[src/rtl/sdram_trk_pkg.sv]
package sdram_trk_pkg;

    typedef enum logic [2:0] {
        CMD_NOP = 3'd0,
        CMD_ACT = 3'd1,
        CMD_RD  = 3'd2,
        CMD_WR  = 3'd3,
        CMD_PRE = 3'd4,
        CMD_REF = 3'd5,
        CMD_BST = 3'd6,
        CMD_MRS = 3'd7
    } cmd_e;

    // Address bit that widens a precharge to every bank
    localparam int unsigned ALL_BANK_BIT = 10;

    typedef struct packed {
        cmd_e cmd;
        logic all_banks;
        logic is_rw;
    } decoded_t;

    // Strobes are active low; a high chip select masks everything else
    function automatic cmd_e decode_pins(input logic cs_n, input logic ras_n,
                                         input logic cas_n, input logic we_n);
        cmd_e c;
        if (cs_n) begin
            c = CMD_NOP;
        end else begin
            case ({ras_n, cas_n, we_n})
                3'b011:  c = CMD_ACT;
                3'b101:  c = CMD_RD;
                3'b100:  c = CMD_WR;
                3'b010:  c = CMD_PRE;
                3'b001:  c = CMD_REF;
                3'b110:  c = CMD_BST;
                3'b000:  c = CMD_MRS;
                default: c = CMD_NOP;
            endcase
        end
        return c;
    endfunction

endpackage

[src/rtl/sdram_cmd_decode.sv]
module sdram_cmd_decode
    import sdram_trk_pkg::*;
#(
    parameter int NUM_BANKS = 4,
    parameter int ROW_W     = 13,
    localparam int BA_W     = (NUM_BANKS > 1) ? $clog2(NUM_BANKS) : 1
) (
    input  logic                 cs_n,
    input  logic                 ras_n,
    input  logic                 cas_n,
    input  logic                 we_n,
    input  logic [BA_W-1:0]      ba,
    input  logic [ROW_W-1:0]     addr,
    output decoded_t             dec,
    output logic [NUM_BANKS-1:0] bank_sel
);

    cmd_e cmd_w;

    always_comb begin
        cmd_w         = decode_pins(cs_n, ras_n, cas_n, we_n);
        dec.cmd       = cmd_w;
        dec.all_banks = addr[ALL_BANK_BIT];
        dec.is_rw     = (cmd_w == CMD_RD) || (cmd_w == CMD_WR);
    end

    for (genvar b = 0; b < NUM_BANKS; b++) begin : g_sel
        assign bank_sel[b] = (ba == BA_W'(b));
    end

    always_comb begin
        if (cs_n) begin
            assert (cmd_w == CMD_NOP);
        end
    end

endmodule

[src/rtl/sdram_bank_state.sv]
module sdram_bank_state #(
    parameter int ROW_W   = 13,
    parameter int ACT_GAP = 3
) (
    input  logic             clk,
    input  logic             rst,
    input  logic             act_en,
    input  logic             pre_en,
    input  logic [ROW_W-1:0] row_in,
    output logic             is_open,
    output logic [ROW_W-1:0] open_row,
    output logic             rw_ready
);

    always_ff @(posedge clk) begin
        if (rst) begin
            is_open  <= 1'b0;
            open_row <= '0;
        end else if (act_en) begin
            is_open  <= 1'b1;
            open_row <= row_in;
        end else if (pre_en) begin
            is_open  <= 1'b0;
        end
    end

    if (ACT_GAP > 1) begin : g_gap
        localparam int CNT_W = $clog2(ACT_GAP);
        localparam logic [CNT_W-1:0] LOAD = CNT_W'(ACT_GAP - 1);
        logic [CNT_W-1:0] wait_cnt;

        always_ff @(posedge clk) begin
            if (rst) begin
                wait_cnt <= '0;
            end else if (act_en) begin
                wait_cnt <= LOAD;
            end else if (wait_cnt != '0) begin
                wait_cnt <= wait_cnt - 1'b1;
            end
        end
        assign rw_ready = (wait_cnt == '0);

        AST_GAP_BLOCKS: assert property (@(posedge clk) disable iff (rst)
            act_en |=> !rw_ready);
    end else begin : g_nogap
        assign rw_ready = 1'b1;
    end

    AST_ACT_OPENS: assert property (@(posedge clk) disable iff (rst)
        act_en |=> (is_open && open_row == $past(row_in)));
    AST_PRE_CLOSES: assert property (@(posedge clk) disable iff (rst)
        (pre_en && !act_en) |=> !is_open);
    AST_ROW_HOLDS: assert property (@(posedge clk) disable iff (rst)
        !act_en |=> $stable(open_row));

endmodule

[src/rtl/sdram_cmd_tracker.sv]
module sdram_cmd_tracker
    import sdram_trk_pkg::*;
#(
    parameter int NUM_BANKS = 4,
    parameter int ROW_W     = 13,
    parameter int COL_W     = 10,
    parameter int ACT_GAP   = 3,
    localparam int BA_W     = (NUM_BANKS > 1) ? $clog2(NUM_BANKS) : 1
) (
    input  logic                       clk,
    input  logic                       rst,
    input  logic                       cs_n,
    input  logic                       ras_n,
    input  logic                       cas_n,
    input  logic                       we_n,
    input  logic [BA_W-1:0]            ba,
    input  logic [ROW_W-1:0]           addr,
    output logic [2:0]                 cmd_o,
    output logic [BA_W-1:0]            cmd_bank_o,
    output logic                       illegal_o,
    output logic [COL_W-1:0]           col_o,
    output logic [NUM_BANKS-1:0]       bank_open_o,
    output logic [NUM_BANKS*ROW_W-1:0] open_rows_o
);

    decoded_t             dec;
    logic [NUM_BANKS-1:0] bank_sel;
    logic [NUM_BANKS-1:0] is_open;
    logic [NUM_BANKS-1:0] rw_ready;
    logic [NUM_BANKS-1:0] act_en;
    logic [NUM_BANKS-1:0] pre_en;
    logic [ROW_W-1:0]     row_of [NUM_BANKS];
    logic                 sel_open;
    logic                 sel_ready;
    logic                 any_open;
    logic                 illegal_now;
    logic                 rw_ok;

    cmd_e             cmd_q;
    logic [BA_W-1:0]  bank_q;
    logic             illegal_q;
    logic [COL_W-1:0] col_q;

    sdram_cmd_decode #(
        .NUM_BANKS (NUM_BANKS),
        .ROW_W     (ROW_W)
    ) u_decode (
        .cs_n     (cs_n),
        .ras_n    (ras_n),
        .cas_n    (cas_n),
        .we_n     (we_n),
        .ba       (ba),
        .addr     (addr),
        .dec      (dec),
        .bank_sel (bank_sel)
    );

    always_comb begin
        sel_open  = is_open[ba];
        sel_ready = rw_ready[ba];
        any_open  = |is_open;
        case (dec.cmd)
            CMD_ACT: illegal_now = sel_open;
            CMD_RD,
            CMD_WR:  illegal_now = !sel_open || !sel_ready;
            CMD_REF: illegal_now = any_open;
            default: illegal_now = 1'b0;
        endcase
        rw_ok = dec.is_rw && !illegal_now;
    end

    for (genvar b = 0; b < NUM_BANKS; b++) begin : g_bank
        assign act_en[b] = (dec.cmd == CMD_ACT) && bank_sel[b] && !is_open[b];
        assign pre_en[b] = (dec.cmd == CMD_PRE) && (dec.all_banks || bank_sel[b]);

        sdram_bank_state #(
            .ROW_W   (ROW_W),
            .ACT_GAP (ACT_GAP)
        ) u_bank (
            .clk      (clk),
            .rst      (rst),
            .act_en   (act_en[b]),
            .pre_en   (pre_en[b]),
            .row_in   (addr),
            .is_open  (is_open[b]),
            .open_row (row_of[b]),
            .rw_ready (rw_ready[b])
        );

        assign open_rows_o[b*ROW_W +: ROW_W] = row_of[b];
    end

    always_ff @(posedge clk) begin
        if (rst) begin
            cmd_q     <= CMD_NOP;
            bank_q    <= '0;
            illegal_q <= 1'b0;
            col_q     <= '0;
        end else begin
            cmd_q     <= dec.cmd;
            bank_q    <= ba;
            illegal_q <= illegal_now;
            if (rw_ok) begin
                col_q <= addr[COL_W-1:0];
            end
        end
    end

    assign cmd_o       = cmd_q;
    assign cmd_bank_o  = bank_q;
    assign illegal_o   = illegal_q;
    assign col_o       = col_q;
    assign bank_open_o = is_open;

    AST_CSN_NOP: assert property (@(posedge clk) disable iff (rst)
        cs_n |=> (cmd_o == 3'(CMD_NOP) && !illegal_o));
    AST_ACT_OPEN_FLAG: assert property (@(posedge clk) disable iff (rst)
        (dec.cmd == CMD_ACT && is_open[ba]) |=> illegal_o);
    AST_RW_IDLE_FLAG: assert property (@(posedge clk) disable iff (rst)
        (dec.is_rw && !is_open[ba]) |=> illegal_o);
    AST_REF_OPEN_FLAG: assert property (@(posedge clk) disable iff (rst)
        (dec.cmd == CMD_REF && |is_open) |=> (illegal_o && $stable(bank_open_o)));
    AST_COL_HOLD: assert property (@(posedge clk) disable iff (rst)
        !dec.is_rw |=> $stable(col_o));
    AST_QUIET_CMDS: assert property (@(posedge clk) disable iff (rst)
        (dec.cmd == CMD_BST || dec.cmd == CMD_MRS || dec.cmd == CMD_NOP)
        |=> (!illegal_o && $stable(bank_open_o) && $stable(open_rows_o)));

endmodule

[config.mk]
export PLATFORM = sky130hd
export DESIGN_NAME = sdram_cmd_tracker
export DESIGN_NICKNAME = d
export VERILOG_FILES = /design/src/rtl/sdram_trk_pkg.sv /design/src/rtl/sdram_cmd_decode.sv /design/src/rtl/sdram_bank_state.sv /design/src/rtl/sdram_cmd_tracker.sv
export SDC_FILE = /design/constraint.sdc
export NUM_CORES = 1
export LEC_CHECK = 0
export ABC_AREA = 1
export BUFFER_PORTS_ARGS = -buffer_cell sky130_fd_sc_hd__buf_2
export CAP_MARGIN = 25
export CORE_ASPECT_RATIO = 0.9
export CORE_MARGIN = 5
export CORE_UTILIZATION = 46
export DETAILED_ROUTE_END_ITERATION = 16
export PLACE_DENSITY = 0.76
export SKIP_CTS_REPAIR_TIMING = 1
export SLEW_MARGIN = 10
export SYNTH_ARGS = -nofsm -noshare
export SYNTH_HDL_FRONTEND = slang
export SYNTH_SLANG_ARGS = --single-unit
[constraint.sdc]
create_clock -name clk -period 1.3 [get_ports clk]
set_input_delay 0 -clock clk [delete_from_list [all_inputs] [get_ports clk]]
set_output_delay 0 -clock clk [all_outputs]
set_load 0.02 [all_outputs]
==> summary.md <==
| Metric | Value |
|---|---|
| Vias | `roughly 3000` |
| First-pass GRT wire length | `roughly 13000 um` |
| Yosys top cell area share | `a little over half` |
| Ranking of synthesized cells by area | `dfxtp_1 (52%), o21ai_0 (9.0%), nor2_1 (8.1%)` |
| Slew HR | `roughly 71%` |
| Synth Area in Adders | `0%` |
| Synth-to-Final Area Change | `36.45%` |
| Setup WS pre-CTS | `-0.1025 ns` |
| Buf/Inv on CP | `4` |
| Sink Count | `80` |
| Crit path top cell by count | `buf_6` |
| # rows | `28` |
| Clock Skew | `between 0.01 and 0.015 ns` |
| Total track usage | `19.98%` |
| Register clock-pin slew on the reported worst setup and hold paths | `0.09 ns` |
| Largest family of logic cells by synthesized area | `simple AND/OR/NAND/NOR gates` |
| WL per Instance | `14.85 um` |
| GRT met1 Usage | `around 29%` |
| DPL Wire Length | `approximately 5800 um` |
| Synthesis-stage register bit count | `80` |
| Worst min-delay path class | `in -> reg` |
| RSZ-0062 raised after global routing | `yes` |
| H-tree levels | `3` |
| Share of layout cells above drive strength 1 | `36.35%` |
| Drt via density | `approximately 5.1` |
| Synth warnings | `0` |
| DR pass1 iterations | `4` |
| Final Max Slew Viols | `0` |
| Period utilization | `104.4%` |
| Setup crit end | `g_bank[3].u_bank.open_row[7]$_SDFFE_PP0P_` |
| Clk_lat worst skew | `~0.35 ns` |
| Syn_area_per_cell | `between 7 and 8 um^2` |
| FF-to-FF Start | `g_bank[3].u_bank.is_open$_SDFFE_PP0P_` |
| CP cell instances | `inv_2 > nand3_2 > buf_6 > nor3_4 > buf_6 > clkbuf_16 > o21ai_0 > a21oi_1` |
| Pin count of the biggest net entering global routing | `49` |
| Nets | `525` |
| Post-synthesis sequential area ratio | `between 50% and 60%` |
| Die width | `approximately 96 um` |
| Final Worst Setup Slack | `-0.05719 ns` |
| Outcome | `finished with violations` |
| Met2 Use GR | `a little under 30%` |
| Cts bufs inserted | `9` |
| Pwr Total | `~5 mW` |
| DRC violations left | `0` |
| Mapped Area | `slightly above 3000 um^2` |
| Hold Fails Final Rpt | `5` |
| Synth area leader | `dfxtp_1` |
| Iteration-0 DRC count of the detailed router | `approximately 150` |
| Crit. Startpoint | `g_bank[3].u_bank.is_open$_SDFFE_PP0P_` |
| Critical Path AT | `1.65 ns` |
| IO Port Bufs | `92` |
| WS Path Type | `reg -> reg` |
| Maximum VDD drop | `659.0 uV` |
| Root Buffer | `clkbuf_8` |
| Syn Nets | `414` |
| Syn Inst Count | `393` |
| Synth Area in Simple Gates | `21.52%` |
| Compound-gate portion of the synthesized area | `17.73%` |
| Failing checks | `hold timing, setup timing` |
| Flop2flop setup slack | `-0.06 ns` |
| WL final | `~9000 um` |
| Synth Area in XOR/XNOR | `0%` |
| Initial antenna violation count | `0` |
| R2R cell count | `8` |
| Number of routed nets with antenna violations | `0` |
| DIE AREA | `between 8000 and 9000 um^2` |
| Pwr dens | `roughly 1200 nW/um^2` |
| Tmin final | `1.357 ns` |
| Critical Path End Type | `flop` |
| Slowest stage delay, CP | `0.34 ns` |
| Final setup viols | `17` |
| LEAKAGE | `about 2.0 nW` |
| Commonest non-fill, non-tap cell in the layout | `buf_2` |
| Multiplexer share of the synthesized area | `0%` |
| Crit Path Max Fanout | `6` |
| Initial Util | `a little under half` |
| Crit path max-delay cell type | `dfxtp_2` |
| Vias in the first global route | `about 2700` |
| Most Crowded Layer GR | `met1` |
| ANT cells | `0` |
| MaxCap Viol Count | `0` |
| FMAX | `0.7368 GHz` |
| Total core area | `between 6000 and 7000 um^2` |
| Die Ht | `slightly below 90 um` |
| Critical path data required time | `1.59 ns` |
| Most frequent cells in the layout | `buf_2 (92), dfxtp_1 (73), nor2_1 (65)` |
| CTS max path bufs | `2` |
| Met3 usage | `4.322%` |
| Largest delay share family, worst path | `buffers and inverters` |
| Worst-Margin Slew | `approximately 0.43 ns` |
| Gpl congestion | `about 0.93` |
| Number of I/O pins | `93` |
| WHS | `-0.01182 ns` |
| FF-to-FF End | `g_bank[3].u_bank.open_row[7]$_SDFFE_PP0P_` |
| Congestion Overflow GR | `0` |
| CTS tree | `done` |
| Netlist cell types | `25` |
| Worst Setup Start Kind | `flop` |
| WP depth | `8` |
-- worst reg2reg max path: stages (launching register included) --
cell and delay, ns:
dfxtp_2 0.34, inv_2 0.06, nand3_2 0.08, buf_6 0.14, nor3_4 0.11, buf_6 0.18, clkbuf_16 0.17, o21ai_0 0.09
a21oi_1 0.14
-- kinds of logic after synthesis --
group | Yosys count
and+or+nand+nor | 147
buffers and inverters | 59
AOI/OAI and AO/OA | 107
DFF | 80
-- report_power, final --
group	switching (mW)	internal [mW]
Combinational	0.290	0.156
Sequential	0.0199	2.49
Clock	0.959	1.10
Total	1.27	3.75
-- cell usage after synthesis --
cell type and n:
dfxtp_1 80, buf_1 1, nor3_4 2, nand2_1 47
o21ai_1 1, nand4_1 11, nor2_4 1, nand3b_1 1
nor3_1 6, nand3_1 5, a21oi_1 46, nor2_1 66
inv_2 5, buf_2 5, a2111oi_0 1, o22ai_1 4
clkbuf_1 8, buf_4 7, clkbuf_2 1, inv_1 31
buf_6 1, o21ai_0 55, nand2_2 1, nor2_2 4
nand3_2 3
-- sequential cells by signal, indices dropped and copies added (netlist names) --
| name | cells |
|---|---|
| illegal_o | 1 |
| col_o | 10 |
| g_bank.u_bank.is_open | 4 |
| g_bank.u_bank.open_row | 52 |
| cmd_bank_o | 2 |
| g_bank.u_bank.g_gap.wait_cnt | 8 |
| cmd_o | 3 |
-- worst min path at each step --
stage	slack, ns	end	startpoint	depth (start not counted)
floorplan	0.08	cmd_o[1]$_SDFF_PP0_	rst	1
finish	-0.01	g_bank[1].u_bank.open_row[6]$_SDFFE_PP0P_	addr[6]	3
global placement	0.20	cmd_o[0]$_SDFF_PP0_	cs_n	2
global route	0.003	g_bank[0].u_bank.open_row[6]$_SDFFE_PP0P_	addr[6]	3
detailed placement	0.21	cmd_o[0]$_SDFF_PP0_	cs_n	2
CTS	-0.16	cmd_o[0]$_SDFF_PP0_	cs_n	2
-- cell type report --
cell class | count | area [um^2]
Timing Repair inverter | 1 | 5.005
Multi-Input combinational cell | 254 | 1296
Timing Repair Buffer | 122 | 784.5
Fill cell | 597 | 2364
Tap cell | 90 | 112.6
Inverter | 36 | 153.9
Clock inverter | 7 | 101.3
Clock buffer | 9 | 123.9
Sequential cell | 80 | 1610
-- through the flow --
| stage | instances | hold WS (ns) | utilization [%] | TNS (ns) | cell area (um^2) |
|---|---|---|---|---|---|
| 6_report | 599 | -0.01182 | 63.92 | -0.3780 | 4188 |
| 5_1_grt | 599 | 0.003237 | 63.92 | -2.273 | 4188 |
| 4_1_cts | 585 | -0.1597 | 59.42 | -1.449 | 3892 |
| 3_5_place_dp | 569 | 0.2117 | 55.98 | -2.160 | 3667 |
| 3_3_place_gp | 569 | 0.1958 | 55.98 | -0.2182 | 3667 |
| 2_1_floorplan | 393 | 0.07931 | - | 0 | 3069 |
-- per-layer routing --
layer	share of wire [%]	wire, um	vias up
li1	-	-	1508
met1	46	4071	1412
met2	45	3977	118
met3	7.8	693	13
met4	1.7	154	0
met5	0	0	-
Note: power is estimated with default switching activity, not from simulation.
